$ cat config.mk
export PLATFORM = sky130hd
export DESIGN_NAME = tile_row_packer
export DESIGN_NICKNAME = d
export VERILOG_FILES = /design/src/rtl/tile_row_packer_pkg.sv /design/src/rtl/trp_cvt_bf16.sv /design/src/rtl/trp_cvt_fp16.sv /design/src/rtl/trp_lane.sv /design/src/rtl/tile_row_packer.sv
export SDC_FILE = /design/constraint.sdc
export NUM_CORES = 2
export LEC_CHECK = 0
export BUFFER_PORTS_ARGS = -buffer_cell sky130_fd_sc_hd__buf_2
export CAP_MARGIN = 10
export CORE_AREA = 2 2 621 623
export CTS_BUF_LIST = sky130_fd_sc_hd__clkbuf_16
export DETAILED_ROUTE_END_ITERATION = 7
export DIE_AREA = 0 0 623 625
export PLACE_DENSITY_LB_ADDON = 0.25
export SETUP_SLACK_MARGIN = 0.15
export SYNTH_ARGS = -nofsm -noshare
export SYNTH_HDL_FRONTEND = slang
export SYNTH_SLANG_ARGS = --single-unit
$ cat constraint.sdc
create_clock -name clk -period 23.8 [get_ports clk]
set_clock_uncertainty 0.1 [all_clocks]
set_input_delay 3.57 -clock clk [delete_from_list [all_inputs] [get_ports clk]]
set_output_delay 3.57 -clock clk [all_outputs]
set_load 0.02 [all_outputs]
$ cat src/rtl/tile_row_packer_pkg.sv
package tile_row_packer_pkg;

   localparam int LANE_W = 32;
   localparam int HALF_W = 16;

   typedef enum logic {
      FMT_BF16 = 1'b0,
      FMT_FP16 = 1'b1
   } fmt_e;

endpackage

$ cat src/rtl/trp_cvt_bf16.sv
// Single-precision to brain-float16, round to nearest-even, quiet NaN out.
module trp_cvt_bf16 (
   input  logic [31:0] din,
   output logic [15:0] dout
);
   logic        is_nan;
   logic        rnd_up;
   logic [15:0] upper;

   always_comb begin
      is_nan = (din[30:23] == 8'hFF) && (din[22:0] != 23'd0);
      upper  = din[31:16];
      rnd_up = din[15] & ((|din[14:0]) | din[16]);
      if (is_nan)
         dout = {din[31], 8'hFF, 1'b1, din[21:16]};
      else
         dout = upper + {15'd0, rnd_up};
   end
endmodule

$ cat src/rtl/trp_cvt_fp16.sv
// Single-precision to binary16, round to nearest-even with subnormal output.
module trp_cvt_fp16 (
   input  logic [31:0] din,
   output logic [15:0] dout
);
   logic        sgn;
   logic [7:0]  exp8;
   logic [22:0] frac;
   logic [14:0] nrm_base;
   logic        nrm_rnd;
   logic [7:0]  sh_raw;
   logic [4:0]  sh;
   logic [47:0] ext;
   logic [23:0] sig;
   logic        sub_rnd;
   logic [14:0] mag;

   always_comb begin
      sgn  = din[31];
      exp8 = din[30:23];
      frac = din[22:0];

      // normal path: rebias 127 -> 15
      nrm_base = {exp8[4:0] - 5'd16, frac[22:13]};
      nrm_rnd  = frac[12] & ((|frac[11:0]) | frac[13]);

      // subnormal path: value in units of 2^-24 is sig >> (126 - exp)
      sig    = {(exp8 != 8'd0), frac};
      sh_raw = 8'd126 - exp8;
      sh     = (sh_raw > 8'd31) ? 5'd31 : sh_raw[4:0];
      ext    = {sig, 24'd0} >> sh;
      sub_rnd = ext[23] & ((|ext[22:0]) | ext[24]);

      if (exp8 == 8'hFF)
         mag = (frac != 23'd0) ? {5'h1F, 1'b1, frac[21:13]} : 15'h7C00;
      else if (exp8 >= 8'd143)
         mag = 15'h7C00;
      else if (exp8 >= 8'd113)
         mag = nrm_base + {14'd0, nrm_rnd};
      else
         mag = ext[38:24] + {14'd0, sub_rnd};

      dout = {sgn, mag};
   end
endmodule

$ cat src/rtl/trp_lane.sv
// One output lane: source word pick, width mask, both converters, placement.
module trp_lane
   import tile_row_packer_pkg::*;
#(
   parameter int LANE_IX   = 0,
   parameter int LANES     = 16,
   parameter int ROW_WORDS = 32,
   parameter int CB_W      = 8
) (
   input  logic [ROW_WORDS*LANE_W-1:0] row_data,
   input  logic [15:0]                 chunk,
   input  logic [CB_W-1:0]             row_bytes,
   input  logic                        fmt_sel,
   input  logic                        place_hi,
   output logic [LANE_W-1:0]           lane
);
   localparam int IW = $clog2(ROW_WORDS);

   logic [31:0]       idx;
   logic [31:0]       lim;
   logic              live;
   logic [IW-1:0]     widx;
   logic [LANE_W-1:0] src;
   logic [HALF_W-1:0] h_bf;
   logic [HALF_W-1:0] h_fp;
   logic [HALF_W-1:0] half;
   fmt_e              fmt;

   always_comb begin
      idx  = 32'(chunk) * 32'(LANES) + 32'(LANE_IX);
      lim  = 32'(row_bytes >> 2);
      live = (idx < lim) && (idx < 32'(ROW_WORDS));
      widx = idx[IW-1:0];
      src  = row_data[LANE_W*widx +: LANE_W];
   end

   trp_cvt_bf16 u_bf (.din(src), .dout(h_bf));
   trp_cvt_fp16 u_fp (.din(src), .dout(h_fp));

   always_comb begin
      fmt  = fmt_e'(fmt_sel);
      half = (fmt == FMT_FP16) ? h_fp : h_bf;
      if (!live)
         lane = '0;
      else if (place_hi)
         lane = {half, {HALF_W{1'b0}}};
      else
         lane = {{HALF_W{1'b0}}, half};
   end
endmodule

$ cat src/rtl/tile_row_packer.sv
module tile_row_packer
   import tile_row_packer_pkg::*;
#(
   parameter int VEC_BITS  = 512,
   parameter int ROW_BYTES = 128,
   parameter int CB_W      = $clog2(ROW_BYTES) + 1
) (
   input  logic                      clk,
   input  logic                      rst_n,
   input  logic                      in_valid,
   input  logic                      fmt_sel,
   input  logic                      place_hi,
   input  logic [31:0]               sel,
   input  logic [CB_W-1:0]           row_bytes,
   output logic [15:0]               rd_row,
   input  logic [ROW_BYTES*8-1:0]    row_data,
   output logic                      out_valid,
   output logic [VEC_BITS-1:0]       out_vec
);
   localparam int LANES     = VEC_BITS / LANE_W;
   localparam int ROW_WORDS = ROW_BYTES / 4;

   if (VEC_BITS % LANE_W != 0) begin : g_bad_vec
      $error("VEC_BITS must be a multiple of 32");
   end
   if (ROW_BYTES % 4 != 0 || ROW_BYTES < 8) begin : g_bad_row
      $error("ROW_BYTES must be a multiple of 4 and at least 8");
   end
   if ((1 << (CB_W - 1)) < ROW_BYTES) begin : g_bad_cbw
      $error("CB_W too narrow for ROW_BYTES");
   end

   logic [15:0]         chunk;
   logic [VEC_BITS-1:0] nxt_vec;

   assign rd_row = sel[15:0];
   assign chunk  = sel[31:16];

   for (genvar gi = 0; gi < LANES; gi++) begin : g_lane
      trp_lane #(
         .LANE_IX  (gi),
         .LANES    (LANES),
         .ROW_WORDS(ROW_WORDS),
         .CB_W     (CB_W)
      ) u_lane (
         .row_data (row_data),
         .chunk    (chunk),
         .row_bytes(row_bytes),
         .fmt_sel  (fmt_sel),
         .place_hi (place_hi),
         .lane     (nxt_vec[gi*LANE_W +: LANE_W])
      );
   end

   always_ff @(posedge clk) begin
      if (!rst_n) begin
         out_valid <= 1'b0;
         out_vec   <= '0;
      end else begin
         out_valid <= in_valid;
         if (in_valid)
            out_vec <= nxt_vec;
      end
   end
endmodule

# Word level (Yosys, flattened, before mapping)
# Cells that the tools add are included.
# Widths: inputs -> output; s select.
[totals]
wordCells = 577
input_bits = 1069
out_inout_bits = 529
reg_bits = 513
[classes]
n_lt_le_gt_ge = 80
n_reduce_logical = 112
eq_ne = 16
shift = 32
muxes = 144
bitwise_logic = 96
add_sub_neg = 95
[op_table]
columns = ["cell", "count"]
rows = [
  ["$shiftx 1024x11->32", 16],
  ["$mux 32", 32],
  ["$shr 48x5->39", 16],
  ["$mux 15", 48],
  ["$mux 16", 32],
  ["$add 15x1->15", 32],
  ["$lt 32x6->1", 15],
  ["$lt 32x6->1 const B", 15],
  ["$reduce_bool 23->1", 16],
  ["$reduce_or 23->1", 16],
  ["$add 16x1->16", 16],
  ["$reduce_or 15->1", 16],
  ["$reduce_or 12->1", 16],
  ["$add 20x4->21 const B", 8],
  ["$mux 10", 16],
  ["$eq 8x8->1 const B", 16],
  ["$ge 8x7->1 const B", 16],
  ["$ge 8x8->1 const B", 16],
  ["$gt 8x5->1 const B", 16],
  ["$reduce_bool 8->1", 16],
  ["$sub 7x8->8 const A", 16],
  ["$add 20x3->21 const B", 4],
  ["$mux 5", 16],
  ["$sub 5x5->5 const B", 16],
  ["7 further kinds", 133],
]

# Longest topological paths before layout
[logic_depth]
depth_word = 16
mapped_depth = 39
mapped_depth_nobuf = 21

# By module
# Synthesis repeated with hierarchy kept, for this count alone.
[unflattened]
cells_unflattened = 13162
area_unflattened_um2 = 99699.4
[by_module_without_submodules]
columns = ["module", "cells_per_inst", "n_inst", "seq_area_each_um2", "area_per_inst_um2"]
rows = [
  ["trp_cvt_fp16 at g_lane[0].u_lane.u_fp ...", 532, 15, 0.0, 3490.8],
  ["tile_row_packer", 1668, 1, 10269.8, 19787.7],
  ["trp_cvt_bf16", 69, 16, 0.0, 442.9],
  ["trp_lane at g_lane[12].u_lane ...", 139, 3, 0.0, 1163.6],
  ["trp_cvt_fp16 at g_lane[3].u_lane.u_fp", 464, 1, 0.0, 3174.3],
  ["trp_lane at g_lane[10].u_lane", 143, 1, 0.0, 1318.8],
  ["trp_lane at g_lane[13].u_lane", 138, 1, 0.0, 1219.9],
  ["trp_lane at g_lane[8].u_lane", 139, 1, 0.0, 1199.9],
  ["trp_lane at g_lane[9].u_lane", 139, 1, 0.0, 1161.1],
  ["trp_lane at g_lane[4].u_lane", 110, 1, 0.0, 1139.8],
  ["trp_lane at g_lane[14].u_lane", 110, 1, 0.0, 1102.3],
  ["trp_lane at g_lane[11].u_lane", 107, 1, 0.0, 1077.3],
  ["trp_lane at g_lane[7].u_lane", 120, 1, 0.0, 1059.8],
  ["trp_lane at g_lane[15].u_lane", 106, 1, 0.0, 945.9],
  ["+4 rows", "-", "-", "-", "-"],
]

# Worst setup path before layout
# Ideal clock, no wire load.
[synth_timing]
path_kind = "in2reg"
start = "in sel[16]"
end = "reg out_vec[26]"
n_path_buf = 18
setup_time_ns = 0.117
cell_stages = 38
arrival_time_ns = 10.414
setup_slack_ns = 13.169
required_time_ns = 23.583
path_cell_list = "buf_6 > buf_6 > buf_6 > buf_6 > buf_6 > buf_6 > buf_6 > buf_6 > buf_4 > buf_6 > buf_4 > buf_2 > buf_1 > buf_2 > mux2i_1 > inv_1 > ha_1 > buf_1 > (+2 left out) > xnor2_1 > nand4_1 > buf_4 > buf_4 > nor2_1 > o21ai_0 > nor2b_1 > nand3_1 > nand2_1 > ha_1 > inv_1 > or2_2 > or2_0 > clkbuf_1 > nor3_1 > xor2_1 > o221a_2 > a22o_1"
[synth_via]
elab_chain_cells = 15
word_cells_on_any_way = 34
classes_between = "add/sub (5); order compare (5); eq/ne (1); shift (2); mux (8); bitwise (6); reduce/logical (7)"
[synth_lines]
columns = ["element", "line", "rtl"]
rows = [
  ["start, declared", "tile_row_packer.sv:13", "input logic [31:0] sel,"],
  ["$shiftx 1024x11->32", "trp_lane.sv:34", "src = row_data[LANE_W*widx +: LANE_W];"],
  ["$sub 7x8->8", "trp_cvt_fp16.sv:29", "sh_raw = 8'd126 - exp8;"],
  ["$gt 8x5->1", "trp_cvt_fp16.sv:30", "sh = (sh_raw > 8'd31) ? 5'd31 : sh_raw[4:0];"],
  ["$mux 5", "trp_cvt_fp16.sv:30", ""],
  ["$shr 48x5->39", "trp_cvt_fp16.sv:31", "ext = {sig, 24'd0} >> sh;"],
  ["$reduce_or 23->1", "trp_cvt_fp16.sv:32", "sub_rnd = ext[23] & ((|ext[22:0]) | ext[24]);"],
  ["$or 1x1->1", "trp_cvt_fp16.sv:32", ""],
  ["$and 1x1->1", "trp_cvt_fp16.sv:32", ""],
  ["$add 15x1->15", "trp_cvt_fp16.sv:41", "mag = ext[38:24] + {14'd0, sub_rnd};"],
  ["$mux 15", "trp_cvt_fp16.sv:38", "else if (exp8 >= 8'd113)"],
  ["$mux 15", "trp_cvt_fp16.sv:36", "else if (exp8 >= 8'd143)"],
  ["$mux 15", "trp_cvt_fp16.sv:34", "if (exp8 == 8'hFF)"],
  ["$mux 16", "trp_lane.sv:42", "half = (fmt == FMT_FP16) ? h_fp : h_bf;"],
  ["$mux 32", "trp_lane.sv:45", "else if (place_hi)"],
  ["$mux 32 *", "trp_lane.sv:43", "if (!live)"],
  ["end signal, assigned", "tile_row_packer.sv:62", "out_vec <= nxt_vec;"],
  ["end, declared", "tile_row_packer.sv:18", "output logic [VEC_BITS-1:0] out_vec"],
]
# Every way passes the cells marked *; elsewhere a longest branch is shown, timed or not.
# A chain may end at the register's enable or synchronous reset.

# Worst setup path in the final report
[layout_timing]
start = "in sel[16]"
end = "reg out_vec[302]"
[layout_via]
elab_chain_cells = 16
word_cells_on_any_way = 35
classes_between = "add/sub (6); order compare (5); eq/ne (1); shift (2); mux (8); bitwise (6); reduce/logical (7)"
[layout_lines]
columns = ["element", "line", "rtl"]
rows = [
  ["$add 20x4->21 *", "trp_lane.sv:30", "idx = 32'(chunk) * 32'(LANES) + 32'(LANE_IX);"],
  ["$shiftx 1024x11->32", "trp_lane.sv:34", ""],
  ["$sub 7x8->8", "trp_cvt_fp16.sv:29", ""],
  ["$gt 8x5->1", "trp_cvt_fp16.sv:30", ""],
  ["$mux 5", "trp_cvt_fp16.sv:30", ""],
  ["$shr 48x5->39", "trp_cvt_fp16.sv:31", ""],
  ["$reduce_or 23->1", "trp_cvt_fp16.sv:32", ""],
  ["$or 1x1->1", "trp_cvt_fp16.sv:32", ""],
  ["$and 1x1->1", "trp_cvt_fp16.sv:32", ""],
  ["$add 15x1->15", "trp_cvt_fp16.sv:41", ""],
  ["$mux 15", "trp_cvt_fp16.sv:38", ""],
  ["$mux 15", "trp_cvt_fp16.sv:36", ""],
  ["$mux 15", "trp_cvt_fp16.sv:34", ""],
  ["$mux 16", "trp_lane.sv:42", ""],
  ["$mux 32", "trp_lane.sv:45", ""],
  ["$mux 32 *", "trp_lane.sv:43", ""],
]
# Marked as above.

==> flow_summary.yaml <==
setup_path:
  worstSetupPathType: "input port to flop"
  rrSetupSlack_ns: 22.69
  critPathMaxFanout: 56
  endpoint_kind: "flop"
  r2r_cells: 3
  crit_end: "out_vec[302]"
  arrival_ns: 11.87
  required_ns: 24.40
  crit_start: "sel[16]"
  startpoint_type: "input port"
  r2r_end: "out_vec[247]"
  reg2reg_from: "out_vec[247]"
cts:
  insertion_delay_ns: 0.83
  cts_resized: 0
  htree_levels: 3
  clockBufferDepth: 4
  path_clk_slew_ns: 0.06
  cts_tree: "yes"
  post_cts_buffers: 0
  ctsHoldBuffers: 0
  cts-root-buf: "clkbuf_16"
  cts_sinks: 513
  cts_buffers: 78
timing:
  hold_viol: 0
  post-route-min-period_ns: 11.27
  setup_ws_ns: 12.53
  fin_crit_sh_pct: 47.3
  slew_headroom_pct: 17.8
  worstMarginPinSlew_ns: 1.23
  grt_setup_unrepaired: "false"
  finalSetupViolations: 0
  drv_slew: 0
  max_freq_ghz: 0.0887
  timing.setup.tns_ns: 0
floorplanning:
  rows: 228
  die_height_um: 625
  ios: 1598
  die_w_um: 623
  initial_core_util_pct: 21.1
  core_um2: 384000
  dieArea_um2: 389000
global_route:
  overflow: 0
  grt-busiest-layer: "met2"
  grt_start_max_net_pins: 131
  met3_usage_pct: 5.99
  grt_pass1_wl_um: 750000
  use_met1_pct: 32.9
  globalRouteMet2Util_pct: 41.3
  track_usage_pct: 26.2
  antenna_found_initial: 299
  grt_pass1_vias: 93900
layout:
  syn_to_final_growth_pct: 20.2
  drive_gt1_share_pct: 20.9
  multiInputGateArea_um2: 66400
  final_common_cell: "buf_2"
  fillers: 43300
  nNetsFinal: 14000
  mostFrequentLayoutCells: "buf_2, nand2_1, nor2_1"
  ff_latch_area_um2: 10300
drt:
  first_pass_iters: 7
  drt-initial-drc-count: 12900
  viasPerCell: 5.78
  drc: 0
  ant_nets: 0
  drt-total-wl_um: 544000
  wl_per_cell_um: 30.0
  vias: 105000
logic_synthesis:
  synthFlopType: "dfxtp_1"
  synth_top_area_share_pct: 12.7
  synthArstFlopShare_pct: 0
  yosysSeqAreaShare_pct: 12.7
  syn-num-nets: 12800
  synth_area_leaders: "dfxtp_1, mux2i_1, nand2_1"
  synth_edf_count: 0
  synth_cell_types: 144
  yosysTopAreaCell: "dfxtp_1"
  netlist_area_um2: 80900
  synthCells: 11700
  yosys_warnings: 0
  syn_area_per_cell_um2: 6.94
  ys_ff_latch: 513
run:
  cap_violations: 0
pwr:
  powerDensity_nw_per_um2: 41.8
  peakVddDrop_mv: 0.0495
  p_leak_nw: 36.9
outcome:
  status: "finished clean"
min_path:
  whs_path_depth: 2
  min_from: "out_vec[496]"
  hold_path_class: "flop to flop"
place:
  dp_hpwl_um: 445000
  gp_congestion: 0.994
  post-place-ws_ns: 11.91
  portBuffers: 1563
sequential cells by signal, indices dropped and copies added, names as in the netlist:
| name | count |
|---|---|
| out_valid | 1 |
| out_vec | 512 |
critical path: stages:
cell and delay [ns]:
buf_8 0.39, buf_4 0.56, buf_4 0.42, buf_4 0.41, buf_4 0.49, mux2i_1 0.53
ha_1 0.67, and3_1 0.82, nand2_1 0.52, o22ai_1 0.60, mux2i_1 0.19, a221oi_1 0.35
o21ai_1 0.32, inv_1 0.13, ha_1 0.18, o21ai_0 0.39, nor3_1 0.36, a31oi_1 0.13
o21ai_0 0.49, a22o_1 0.20
power breakdown:
group          internal (mW)  switching, mW
registers              0.859      0.0000242
clock network          0.704          0.517
logic                  0.619           1.37
total                   2.18           1.88
cell families after synthesis:
family / count (synthesis) / synth area share [%]
multiplexers: 942 / 12.5
flip-flops: 513 / 12.7
buffers and inverters: 984 / 5.71
XOR/XNOR: 612 / 6.81
AND/OR/NAND/NOR: 4541 / 27.3
AO/OA/AOI/OAI: 3961 / 33.5
adder cells (fa/ha/maj): 99 / 1.53
through the flow:
stage               util [%]  power (mW)  area (µm²)  hold slack [ns]  std cells
detailed placement      24.6        2.80       94200            0.327      17800
CTS                     25.2        4.05       96800            0.336      18000
global route            25.3        4.24       97000            0.361      18100
floorplan                  -        2.10       80900            0.416      11700
global placement        24.6        2.82       94200            0.325      17800
finish                  25.3        4.07       97200            0.335      18100
synthesized netlist by cell type (64+ instances only):
master and number:
a22oi_1 124, a21o_1 75, and3_1 119, a211oi_1 191
buf_1 73, o211ai_1 152, nand4_1 213, a21oi_1 829
a31oi_1 175, dfxtp_1 513, a22o_1 133, o31ai_1 166
mux2_2 276, xor2_1 160, inv_1 164, ha_1 99
clkbuf_1 459, buf_4 66, nand2_1 1451, nor3_1 454
mux2i_1 615, o22ai_1 214, o221ai_1 87, nor2b_1 117
and2_1 160, o21ai_0 845, or3_1 80, xnor2_1 432
buf_2 136, nor4_1 163, nand3_1 459, nor2_1 972
o2111ai_1 64, a221oi_1 83
layer usage:
layer / up-vias / routed length (µm) / share of wire [%]
met5: - / 639 / 0.12
met4: 98 / 34100 / 6.3
met3: 1170 / 51300 / 9.4
met2: 6029 / 242000 / 44
met1: 50400 / 216000 / 40
li1: 47100 / - / -
final cells by class:
class,count,share of cell area [%]
multi-input cells,10200,68.3
repair buffers,1912,10.8
inverters,186,0.725
diodes,178,0.458
well taps,5060,6.51
clock inverters,55,0.568
clock buffers,79,2.03
flip-flops and latches,513,10.6
worst min path at each step:
stage / to / slack (ns)
2_1_floorplan: out_vec[384] / 0.42
3_3_place_gp: out_vec[496] / 0.33
3_5_place_dp: out_vec[496] / 0.33
4_1_cts: out_vec[496] / 0.34
5_1_grt: out_vec[496] / 0.36
6_report: out_vec[496] / 0.34
No activity file was read; power rests on OpenSTA's default activity.
